==> src/rtl/sot_plateau_mon.sv <==
module sot_plateau_mon #(
  parameter int CNT_W        = 12,
  parameter int EVT_W        = 16,
  parameter int MIN_PLAT_DEF = 10
) (
  input  logic             clk,
  input  logic             rst_n,
  input  logic             lp_dp,
  input  logic             lp_dn,
  input  logic             hs_active,
  input  logic             thr_load,
  input  logic [CNT_W-1:0] thr_value,
  input  logic             cnt_clr,
  output logic [CNT_W-1:0] plateau_len,
  output logic [CNT_W-1:0] exit_to_hs,
  output logic             sot_ok,
  output logic             sot_short,
  output logic             sot_missing,
  output logic             seq_err,
  output logic             fail_latched,
  output logic [EVT_W-1:0] ok_count,
  output logic [EVT_W-1:0] short_count,
  output logic [EVT_W-1:0] missing_count
);
  localparam logic [CNT_W-1:0] CNT_MAX = '1;
  localparam logic [EVT_W-1:0] EVT_MAX = '1;

  typedef enum logic [2:0] {S_WAIT, S_ARMED, S_LP01, S_LP00, S_HS} st_t;

  st_t st, st_nxt;
  logic [CNT_W-1:0] plat_q, ex_q, thr_q;

  wire [1:0] ln   = {lp_dp, lp_dn};
  wire is11 = (ln == 2'b11);
  wire is01 = (ln == 2'b01);
  wire is00 = (ln == 2'b00);

  wire low_ok   = !hs_active && (is01 || is00);
  wire judge    = (st == S_LP00) && hs_active;
  wire ev_ok    = judge && (plat_q >= thr_q);
  wire ev_short = judge && (plat_q < thr_q);
  wire ev_miss  = (st == S_ARMED) && hs_active;
  wire ev_seq   = ((st == S_ARMED) && !hs_active && !is11 && !is01) ||
                  ((st == S_LP01) && !low_ok) ||
                  ((st == S_LP00) && !hs_active && !is00);

  wire [CNT_W-1:0] plat_inc = (plat_q == CNT_MAX) ? plat_q : plat_q + 1'b1;
  wire [CNT_W-1:0] ex_inc   = (ex_q == CNT_MAX) ? ex_q : ex_q + 1'b1;

  always_comb begin
    st_nxt = st;
    case (st)
      S_WAIT:  if (!hs_active && is11) st_nxt = S_ARMED;
      S_ARMED: if (hs_active)          st_nxt = S_HS;
               else if (is01)          st_nxt = S_LP01;
               else if (!is11)         st_nxt = S_WAIT;
      S_LP01:  if (!low_ok)            st_nxt = S_WAIT;
               else if (is00)          st_nxt = S_LP00;
      S_LP00:  if (hs_active)          st_nxt = S_HS;
               else if (!is00)         st_nxt = S_WAIT;
      S_HS:    if (!hs_active && is11) st_nxt = S_ARMED;
      default:                         st_nxt = S_WAIT;
    endcase
  end

  always_ff @(posedge clk or negedge rst_n) begin
    if (!rst_n) begin
      st     <= S_WAIT;
      plat_q <= '0;
      ex_q   <= '0;
    end else begin
      st <= st_nxt;
      if (st == S_ARMED && !hs_active && is01) begin
        plat_q <= CNT_W'(1);
        ex_q   <= '0;
      end else if ((st == S_LP01 || st == S_LP00) && low_ok) begin
        plat_q <= plat_inc;
        if (is00) ex_q <= (st == S_LP01) ? CNT_W'(1) : ex_inc;
      end
    end
  end

  always_ff @(posedge clk or negedge rst_n) begin
    if (!rst_n) begin
      thr_q        <= CNT_W'(MIN_PLAT_DEF);
      plateau_len  <= '0;
      exit_to_hs   <= '0;
      sot_ok       <= 1'b0;
      sot_short    <= 1'b0;
      sot_missing  <= 1'b0;
      seq_err      <= 1'b0;
      fail_latched <= 1'b0;
    end else begin
      if (thr_load) thr_q <= thr_value;
      if (judge) begin
        plateau_len <= plat_q;
        exit_to_hs  <= ex_q;
      end else if (ev_miss) begin
        plateau_len <= '0;
        exit_to_hs  <= '0;
      end
      sot_ok       <= ev_ok;
      sot_short    <= ev_short;
      sot_missing  <= ev_miss;
      seq_err      <= ev_seq;
      fail_latched <= fail_latched | ev_short | ev_miss;
    end
  end

  always_ff @(posedge clk or negedge rst_n) begin
    if (!rst_n) begin
      ok_count      <= '0;
      short_count   <= '0;
      missing_count <= '0;
    end else if (cnt_clr) begin
      ok_count      <= '0;
      short_count   <= '0;
      missing_count <= '0;
    end else begin
      if (ev_ok && ok_count != EVT_MAX)            ok_count      <= ok_count + 1'b1;
      if (ev_short && short_count != EVT_MAX)      short_count   <= short_count + 1'b1;
      if (ev_miss && missing_count != EVT_MAX)     missing_count <= missing_count + 1'b1;
    end
  end
endmodule

==> config.mk <==
export PLATFORM = sky130hd
export DESIGN_NAME = sot_plateau_mon
export DESIGN_NICKNAME = d
export VERILOG_FILES = /design/src/rtl/sot_plateau_mon.sv
export SDC_FILE = /design/constraint.sdc
export NUM_CORES = 1
export LEC_CHECK = 0
export ABC_AREA = 1
export BUFFER_PORTS_ARGS = -buffer_cell sky130_fd_sc_hd__buf_2
export CAP_MARGIN = 10
export CORE_UTILIZATION = 49
export DETAILED_ROUTE_END_ITERATION = 8
export HOLD_SLACK_MARGIN = 0.1
export PLACE_DENSITY = 0.7
export SLEW_MARGIN = 20
export SYNTH_ARGS = -nofsm -noshare
export SYNTH_HDL_FRONTEND = slang
export SYNTH_SLANG_ARGS = --single-unit
==> constraint.sdc <==
create_clock -name clk -period 5.14 [get_ports clk]
set_input_delay 1.028 -clock clk [delete_from_list [all_inputs] [get_ports clk]]
set_output_delay 1.028 -clock clk [all_outputs]
set_load 0.02 [all_outputs]
==> results.py, run 1 <==
metrics = {
    "status": {
        "status": "complete, no violations",
    },
    "cells_and_area": {
        "area_delta_synth_final_pct": 18.5,
        "seq_area_sq_mm": 0.00291,
        "nets": 961,
        "design_area_sq_mm": 0.00771,
        "multi_input_area_sq_mm": 0.00316,
        "fillers": 1128,
        "diodes": 0,
        "drive_gt1_share_pct": 18.3,
    },
    "logic_synthesis": {
        "ys_seq_area_share_pct": 44.7,
        "yosysTopAreaCell": "dfrtp_1",
        "ys_ff_latch": 116,
        "syn_area_per_cell_sq_um": 7.82,
        "ys.flop_type": "dfrtp_1",
        "async_reset_ff_share_pct": 100,
        "netlist_area_sq_mm": 0.00650,
        "syn_nets": 868,
        "synth_top_area_share_pct": 43.9,
        "synth_cell_type_count": 41,
        "yosysMostFrequentCell": "nand2_1",
        "synth_edf_count": 0,
        "yosys_warnings": 0,
        "synth_cells": 832,
        "yosys-top-cells-area": "dfrtp_1 (44%), nand2_1 (12%), nand3_1 (6.8%)",
        "synth_commonest_cells": "nand2_1 (213), dfrtp_1 (114), nor2_1 (94)",
    },
    "clock_network": {
        "cts_hold_buf": 0,
        "clk_latency_ns": 0.42,
        "cts_num_sinks": 116,
        "clk_path_buf_depth": 2,
        "clockRootBuffer": "clkbuf_16",
        "cts_resized": 0,
        "cts_inserted_buffers": 17,
        "h-tree-depth": 4,
        "cts_tree": "yes",
        "path_clk_slew_ns": 0.05,
        "cts_setup_buffers": 0,
    },
    "worst_setup_path": {
        "cp_top_family": "buffers and inverters",
        "cp_num_buf_inv": 3,
        "crit_type": "input pin to register",
        "path_common_cell": "nand2_1",
        "start_kind": "input pin",
        "crit_slowest_cell": "buf_2",
        "cp-end-kind": "register",
        "cp.required_ns": 5.49,
        "crit_arrival_ns": 2.92,
        "cp_max_fo": 43,
        "critPathMaxStageDelay_ns": 0.55,
        "path_cells": "buf_2, clkinv_1, buf_4, nand2_2, nand2_1, nand2_1",
    },
    "timing": {
        "rsz0062_at_grt": "no",
        "fin_ws_ns": 2.57,
        "slew_headroom_pct": 37.0,
        "fin_tns_setup_ns": 0,
        "finalCriticalPeriod_ns": 2.57,
        "fmax_ghz": 0.388,
        "hold_viol_final": 0,
        "fin_crit_sh_pct": 50.1,
        "fin_skew_ns": 0.00847,
        "finalSetupViolCount": 0,
        "finalMaxSlewViolations": 0,
        "tightest_slew_ns": 0.943,
    },
    "drt": {
        "routed_via_density": 5.17,
        "drt_iter0_drc": 456,
        "ant_nets": 0,
        "drcViolationCount": 0,
        "drtPass1Iterations": 5,
        "post_drt_wl_per_cell_microns": 13.7,
        "wirelength_microns": 15200,
        "dr_total_vias": 5742,
    },
    "floorplanning": {
        "die_h_microns": 117,
        "ios": 96,
        "die_area_sq_mm": 0.0137,
        "start_util_pct": 50.9,
        "rows": 41,
        "core_sq_mm": 0.0128,
        "die_w_microns": 117,
    },
    "placement": {
        "hpwl_microns": 10700,
        "dp_slack_ns": 2.17,
        "place_area_sq_mm": 0.00708,
        "io_buffers": 95,
        "gp_congestion": 0.905,
    },
    "min_path": {
        "hold_class": "register to register",
    },
    "pwr": {
        "p_leak_nw": 3.85,
        "powerDensity_mw_per_mm2": 371,
        "ir_drop_v": 0.000245,
    },
    "global_route": {
        "grt_pass1_vias": 5296,
        "antenna_found_initial": 0,
        "grt_pass1_wl_microns": 25100,
        "grt-ovfl-total": 0,
        "grt_max_degree": 56,
        "grt_usage_pct": 23.9,
    },
    "run": {
        "max_cap_violations": 0,
    },
}
==> through the flow <==
stage	util [%]	total power, W	cells	hold slack, ns
floorplan	-	0.00149	832	0.463
global placement	55.5	0.00162	1078	0.455
detailed placement	55.5	0.00163	1078	0.469
CTS	60.4	0.00289	1110	0.487
global route	60.4	0.00303	1110	0.509
finish	60.4	0.00286	1110	0.484
==> cells in the final DEF (no fill, tap or decap), types with 3 or more instances in the layout <==
cell type | Yosys | routed
o21ai_1 | 6 | 6
nor3b_1 | 5 | 5
nor2_1 | 94 | 94
nand3_1 | 88 | 88
o31ai_1 | 4 | 4
nand2_1 | 213 | 213
dfrtp_1 | 114 | 114
clkbuf_16 | 0 | 17
a21oi_1 | 12 | 12
buf_4 | 3 | 4
nor3_1 | 22 | 22
clkinv_2 | 0 | 5
nand2_2 | 5 | 5
xor2_1 | 24 | 24
xnor2_1 | 9 | 9
nand4_1 | 12 | 12
o21ai_0 | 61 | 61
buf_2 | 5 | 94
inv_1 | 71 | 71
nor2_2 | 6 | 6
nand3b_1 | 3 | 3
bufinv_16 | 0 | 4
ha_1 | 17 | 17
nand2_4 | 4 | 4
inv_2 | 9 | 9
nor2_4 | 5 | 5
clkbuf_8 | 0 | 3
==> registers in the layout (all words and copies together), names as in the netlist, 3 cells and up <==
register       flops
missing_count     16
st                 3
plateau_len       12
ok_count          16
thr_q             12
plat_q            12
ex_q              12
exit_to_hs        12
short_count       16
==> tightest hold or removal path, cell delays in order, from the launching register on <==
cell and delay (ns):
dfrtp_1 0.34, nand2_1 0.05, o21ai_0 0.06
==> worst paths after layout <==
path / depth (start not counted) / end / slack [ns] / from
max in group asynchronous: 2 / ex_q[4] / 3.55 / rst_n
worst min-delay path: 2 / exit_to_hs[0] / 0.48 / exit_to_hs[0]
worst max-delay path: 6 / short_count[7] / 2.57 / cnt_clr
worst max register to register: 13 / short_count[7] / 2.97 / thr_q[3]
worst min register to register: 2 / exit_to_hs[0] / 0.48 / exit_to_hs[0]
min in group asynchronous: 1 / ok_count[3] / 0.56 / rst_n
==> cells by family after synthesis <==
| kind of cell | synth area share (%) |
|---|---|
| mux | 0.173 |
| xor+xnor | 4.44 |
| flops | 44.7 |
| fa+ha+maj | 3.27 |
| buf+inv | 6.79 |
| compound gates | 7.81 |
| simple gates | 32.9 |
==> report_power, final <==
part / internal (W) / leakage, nW / switching [W] / total (W)
clock network: 0.000844 / 0.310 / 0.000400 / 0.00124
registers: 0.00101 / 1.55 / 0.0000928 / 0.00110
logic: 0.000162 / 2.00 / 0.000355 / 0.000517
==> area by class of cell <==
cell class | count | area share [%]
Multi-Input combinational cell | 611 | 41.0
Sequential cell | 116 | 37.7
Timing Repair Buffer | 98 | 6.49
Clock buffer | 22 | 6.15
Inverter | 81 | 3.94
Tap cell | 172 | 2.79
Clock inverter | 10 | 1.98
==> per-layer routing <==
metal | global-route usage, % | vias to the layer above | wire length, microns
li1 | - | 2901 | -
met1 | 31.1 | 2664 | 7010
met2 | 38.8 | 154 | 7100
met3 | 5.20 | 23 | 798
met4 | 9.20 | 0 | 278
met5 | 0 | - | 0
Power figures use the tool's default switching activity.
==> run 2: changes to the inputs <==
- ABC_AREA: 1 -> 0
- PLACE_DENSITY: 0.7 -> 0.71
- clock period: 5.14 -> 2.4 ns (I/O delays scaled with it)
==> results.py, run 2 <==
metrics = {
    "status": {
        "status": "complete, no violations",
    },
    "cells_and_area": {
        "seq_area_sq_mm": 0.00291,
        "area_delta_synth_final_pct": 25.1,
        "design_area_sq_mm": 0.00711,
        "multi_input_area_sq_mm": 0.00264,
        "diodes": 0,
        "layout_commonest_cell": "dfrtp_1",
        "top_regs": "missing_count (16), ok_count (16), short_count (16)",
        "fillers": 945,
        "drive_gt1_share_pct": 24.6,
        "final_util_pct": 64.2,
        "layout_common_cells": "dfrtp_1 (114), buf_2 (94), nor2_1 (64)",
        "nets": 739,
    },
    "floorplanning": {
        "start_util_pct": 51.3,
        "die_w_microns": 110,
        "die_area_sq_mm": 0.0120,
        "die_h_microns": 110,
        "ios": 96,
        "core_sq_mm": 0.0111,
        "rows": 38,
    },
    "logic_synthesis": {
        "netlist_area_sq_mm": 0.00569,
        "syn_area_per_cell_sq_um": 9.84,
        "yosys-top-cells-area": "dfrtp_1 (50%), nor2_1 (4.2%), ha_1 (3.7%)",
        "synth_top_area_share_pct": 50.2,
        "synth_cells": 578,
        "ys_ff_latch": 116,
        "yosysMostFrequentCell": "dfrtp_1",
        "yosysTopAreaCell": "dfrtp_1",
        "ys.flop_type": "dfrtp_1",
        "yosys_warnings": 0,
        "synth_cell_type_count": 51,
        "async_reset_ff_share_pct": 100,
        "syn_nets": 614,
        "synth_commonest_cells": "dfrtp_1 (114), nor2_1 (64), nand2_1 (47)",
        "synth_edf_count": 0,
        "ys_seq_area_share_pct": 51.1,
    },
    "worst_setup_path": {
        "crit_arrival_ns": 2.63,
        "cp-end-kind": "register",
        "crit_cells": 9,
        "cp.required_ns": 2.70,
        "path_cells": "inv_1, ha_1, nor2b_1, o211ai_1, a31oi_1, o21ai_1, buf_4, nor4_2, mux2_2",
        "cp_num_buf_inv": 2,
        "r2r_cells": 9,
        "critPathMaxStageDelay_ns": 0.51,
        "crit_type": "register to register",
        "crit_slowest_cell": "dfstp_2",
        "cp_max_fo": 20,
        "cp_top_family": "flip-flops",
        "start_kind": "register",
    },
    "drt": {
        "drt_iter0_drc": 315,
        "ant_nets": 0,
        "drtPass1Iterations": 5,
        "routed_via_density": 5.75,
        "wirelength_microns": 13800,
        "drcViolationCount": 0,
        "dr_total_vias": 4924,
        "post_drt_wl_per_cell_microns": 16.1,
    },
    "placement": {
        "hpwl_microns": 9860,
        "dp_slack_ns": 0.0127,
        "gp_congestion": 0.905,
        "io_buffers": 95,
        "place_area_sq_mm": 0.00654,
    },
    "timing": {
        "finalSetupViolCount": 0,
        "fin_ws_ns": 0.0706,
        "finalMaxSlewViolations": 0,
        "fmax_ghz": 0.429,
        "tightest_slew_ns": 0.507,
        "finalCriticalPeriod_ns": 2.33,
        "rsz0062_at_grt": "yes",
        "fin_crit_sh_pct": 97.1,
        "slew_headroom_pct": 66.2,
        "hold_viol_final": 0,
        "fin_skew_ns": 0.00804,
    },
    "global_route": {
        "grt_pass1_vias": 4714,
        "grt-ovfl-total": 0,
        "grt_usage_pct": 24.4,
        "antenna_found_initial": 0,
        "grt_pass1_wl_microns": 22300,
        "grt_max_degree": 48,
    },
    "pwr": {
        "switchingPower_w": 0.000994,
        "p_comb_share_pct": 5.0,
        "powerDensity_mw_per_mm2": 638,
        "p_clk_share_pct": 50.5,
        "p_int_w": 0.00354,
        "p_leak_nw": 3.46,
        "ir_drop_v": 0.000618,
        "switching_share_pct": 21.9,
        "pwr-share-seq_pct": 44.5,
    },
    "run": {
        "max_cap_violations": 0,
    },
    "clock_network": {
        "clk_latency_ns": 0.41,
        "clockRootBuffer": "clkbuf_16",
        "cts_num_sinks": 116,
        "cts_setup_buffers": 0,
        "cts_inserted_buffers": 17,
        "h-tree-depth": 4,
        "path_clk_slew_ns": 0.05,
        "cts_tree": "yes",
        "clk_path_buf_depth": 2,
    },
    "min_path": {
        "min_path_cells": 3,
        "hold_class": "input pin to register",
    },
}
run 2: changes by cell type in the layout (fill, tap and decap cells not counted), moves of 17 or more:
cell	delta
o21ai_0	-30
nor2_1	-30
nand2_1	-166
a21oi_1	+17
a22o_1	+21
nand3_1	-64
inv_1	-52
buf_4	+31
run 2: metrics by stage:
| step | total power, W | TNS, ns | hold slack, ns | cells |
|---|---|---|---|---|
| after global placement | 0.00227 | 0 | 0.430 | 823 |
| after detailed placement | 0.00228 | 0 | 0.438 | 823 |
| after CTS | 0.00458 | 0 | 0.270 | 856 |
| after floorplan | 0.00216 | 0 | 0.184 | 578 |
| final | 0.00454 | 0 | 0.282 | 856 |
| after global routing | 0.00470 | -0.148 | 0.280 | 856 |
run 2: layer usage:
layer / global-route usage (%) / up-vias / share of wire [%]
li1: - / 2339 / -
met1: 30.5 / 2408 / 43
met2: 39.8 / 153 / 50
met3: 6.64 / 24 / 5.1
met4: 10.0 / 0 / 1.4
met5: 0 / - / 0
run 2: power groups by stage:
stage | clock network, W | logic, W | registers [W]
after floorplan | 0 | 0.000110 | 0.00205
after global placement | 0 | 0.000218 | 0.00205
after detailed placement | 0 | 0.000228 | 0.00205
after CTS | 0.00233 | 0.000231 | 0.00202
after global routing | 0.00241 | 0.000260 | 0.00202
final | 0.00229 | 0.000225 | 0.00202
run 2: area by class of cell:
type | instances | area share [%]
clock inverter | 6 | 0.774
timing repair buffer | 132 | 11.0
inverter | 20 | 1.06
clock buffer | 26 | 6.74
tap | 140 | 2.46
multi-input combinational | 416 | 37.1
sequential | 116 | 40.8
run 2: repair_timing:
item                                    4_1_cts  5_1_grt
endpoints found under the setup margin        0       13
hold buffers                                  1        0
hold endpoints to repair                     24        0
gates resized for setup                       0        8
run 2: final timing paths:
kind                                 from               end  slack, ns
hold reg to reg            plateau_len[0]    plateau_len[0]       0.49
hold / removal               thr_value[8]          thr_q[8]       0.28
max in group asynchronous           rst_n  missing_count[9]       1.23
min in group asynchronous           rst_n    short_count[7]       0.54
setup reg to reg                 thr_q[1]       ok_count[5]       0.07
setup / recovery                 thr_q[1]       ok_count[5]       0.07
run 2: cells by family (layout without fill, tap and decap cells):
kind of cell	Yosys count	after routing	share of synthesized area (%)
XOR/XNOR	36	36	5.54
multiplexers	6	6	1.10
flip-flops	116	116	51.1
AND/OR/NAND/NOR	240	240	22.0
adder cells (fa/ha/maj)	17	17	3.74
AO/OA/AOI/OAI	117	117	13.5
buffers and inverters	46	184	3.08
run 2: worst min-delay path: stages:
cell and delay (ns):
buf_2 0.08, nand2_1 0.04, o21ai_0 0.05
==> run 3: changes to the inputs <==
--- a/config.mk
+++ b/config.mk
@@ -10,4 +10,5 @@
 export CAP_MARGIN = 10
 export CORE_UTILIZATION = 49
+export CTS_BUF_LIST = sky130_fd_sc_hd__clkbuf_4 sky130_fd_sc_hd__clkbuf_8 sky130_fd_sc_hd__clkbuf_16
 export DETAILED_ROUTE_END_ITERATION = 8
 export HOLD_SLACK_MARGIN = 0.1
==> constraint.sdc (replaced) <==
create_clock -name clk -period 2.4 [get_ports clk]
set_input_delay 0.36 -clock clk [delete_from_list [all_inputs] [get_ports clk]]
set_output_delay 0.36 -clock clk [all_outputs]
set_load 0.02 [all_outputs]
==> results.py, run 3 (same netlist as run 2, synthesis figures left out) <==
metrics = {
    "status": {
        "status": "complete, no violations",
    },
    "floorplanning": {
        "core_sq_mm": 0.0111,
        "die_area_sq_mm": 0.0120,
        "rows": 38,
        "die_w_microns": 110,
        "ios": 96,
        "start_util_pct": 51.3,
        "die_h_microns": 110,
    },
    "global_route": {
        "grt_max_degree": 55,
        "grt_pass1_wl_microns": 22500,
        "antenna_found_initial": 0,
        "grt-ovfl-total": 0,
        "grt_pass1_vias": 4668,
        "grt_usage_pct": 24.5,
    },
    "clock_network": {
        "clockRootBuffer": "clkbuf_16",
        "cts_inserted_buffers": 17,
        "clk_path_buf_depth": 2,
        "cts_tree": "yes",
        "path_clk_slew_ns": 0.05,
        "clk_latency_ns": 0.42,
        "cts_num_sinks": 116,
        "h-tree-depth": 4,
    },
    "run": {
        "max_cap_violations": 0,
    },
    "cells_and_area": {
        "top_regs": "missing_count (16), ok_count (16), short_count (16)",
        "diodes": 0,
        "drive_gt1_share_pct": 27.0,
        "area_delta_synth_final_pct": 27.5,
        "layout_common_cells": "dfrtp_1 (114), buf_2 (94), nor2_1 (64)",
        "nets": 740,
        "layout_commonest_cell": "dfrtp_1",
    },
    "placement": {
        "gp_congestion": 0.879,
        "hpwl_microns": 9520,
        "io_buffers": 95,
    },
    "worst_setup_path": {
        "cp_max_fo": 5,
        "cp.required_ns": 2.74,
        "crit_arrival_ns": 2.70,
        "r2r-end": "ok_count[3]",
        "crit_cells": 9,
        "timing.rr.start": "thr_q[1]",
        "critPathCapture": "ok_count[3]",
        "crit_slowest_cell": "dfstp_2",
        "critPathMaxStageDelay_ns": 0.52,
        "cp_num_buf_inv": 2,
        "cp-startpoint": "thr_q[1]",
        "cp-end-kind": "register",
        "cp_top_family": "compound AO/OA/AOI/OAI gates",
        "path_cells": "inv_2, ha_4, nor2b_1, o211ai_1, a31oi_1, o21ai_2, buf_6, or4_1, a21oi_1",
        "reg2reg_slack_ns": 0.05,
        "crit_type": "register to register",
        "r2r_cells": 9,
        "start_kind": "register",
    },
    "drt": {
        "dr_total_vias": 4930,
        "drcViolationCount": 0,
        "ant_nets": 0,
        "routed_via_density": 5.76,
        "wirelength_microns": 14000,
        "post_drt_wl_per_cell_microns": 16.4,
        "drtPass1Iterations": 5,
        "drt_iter0_drc": 275,
    },
    "timing": {
        "fmax_ghz": 0.425,
        "slew_headroom_pct": 57.6,
        "finalSetupViolCount": 0,
        "hold_viol_final": 0,
        "rsz0062_at_grt": "yes",
        "fin_crit_sh_pct": 98.1,
        "fin_skew_ns": 0.00578,
        "tightest_slew_ns": 0.637,
        "fin_tns_setup_ns": 0,
        "finalMaxSlewViolations": 0,
        "finalCriticalPeriod_ns": 2.35,
    },
    "pwr": {
        "powerDensity_mw_per_mm2": 650,
        "ir_drop_v": 0.000567,
        "total_power_w": 0.00471,
        "p_leak_nw": 3.50,
    },
    "min_path": {
        "hold_start": "thr_value[4]",
        "hold_class": "input pin to register",
    },
}
-- run 3: per-layer routing --
metal,routed length (microns),track usage (%),vias up
met2,6930,39.7,148
met1,6130,31.5,2429
met3,757,6.16,19
li1,-,-,2334
met5,0,0,-
met4,221,9.62,0
-- run 3: worst min-delay path by stage --
stage          slack (ns)     endpoint  depth (start not counted)
3_5_place_dp         0.27  ok_count[5]                          1
6_report             0.16     thr_q[4]                          3
2_1_floorplan        0.06      ex_q[0]                          0
5_1_grt              0.16     thr_q[4]                          3
4_1_cts              0.15    thr_q[10]                          3
3_3_place_gp         0.26  ok_count[4]                          1
-- run 3: through the flow --
step	hold slack, ns	instances	cell area, sq um	worst slack, ns	utilization [%]
finish	0.158	856	7250	0.0453	65.5
global route	0.162	856	7250	-0.0360	65.5
CTS	0.149	852	7120	-0.00339	64.2
detailed placement	0.269	820	6520	0.00685	58.8
global placement	0.262	820	6520	0.0978	58.8
floorplan	0.0644	578	5690	0.157	-
-- run 3: report_power, final --
group          leakage, nW  switching (W)  total (W)  internal (W)
clock network        0.298       0.000854    0.00246       0.00161
registers             1.59      0.0000282    0.00202       0.00200
logic                 1.61       0.000144   0.000224     0.0000806
-- run 3: cell type report --
cell class / count / area, sq um
Inverter: 20 / 75.1
Fill cell: 900 / 3830
Tap cell: 140 / 175
Clock inverter: 2 / 10.0
Timing Repair Buffer: 133 / 802
Clock buffer: 29 / 578
Sequential cell: 116 / 2910
Multi-Input combinational cell: 416 / 2710
-- run 3: timing repair --
action / CTS / global route
cloned: 0 / 2
setup buffers: 0 / 2
hold buffers: 1 / 0
pin swaps: 0 / 15
setup endpoints to repair: 1 / 19
hold endpoints to repair: 16 / 0
gates resized for setup: 0 / 29
-- run 3: tightest hold or removal path, delay by kind of cell --
kind	cells	cell delay [ns]
AOI/OAI and AO/OA	1	0.06
and+or+nand+nor	1	0.04
buffers and inverters	1	0.08
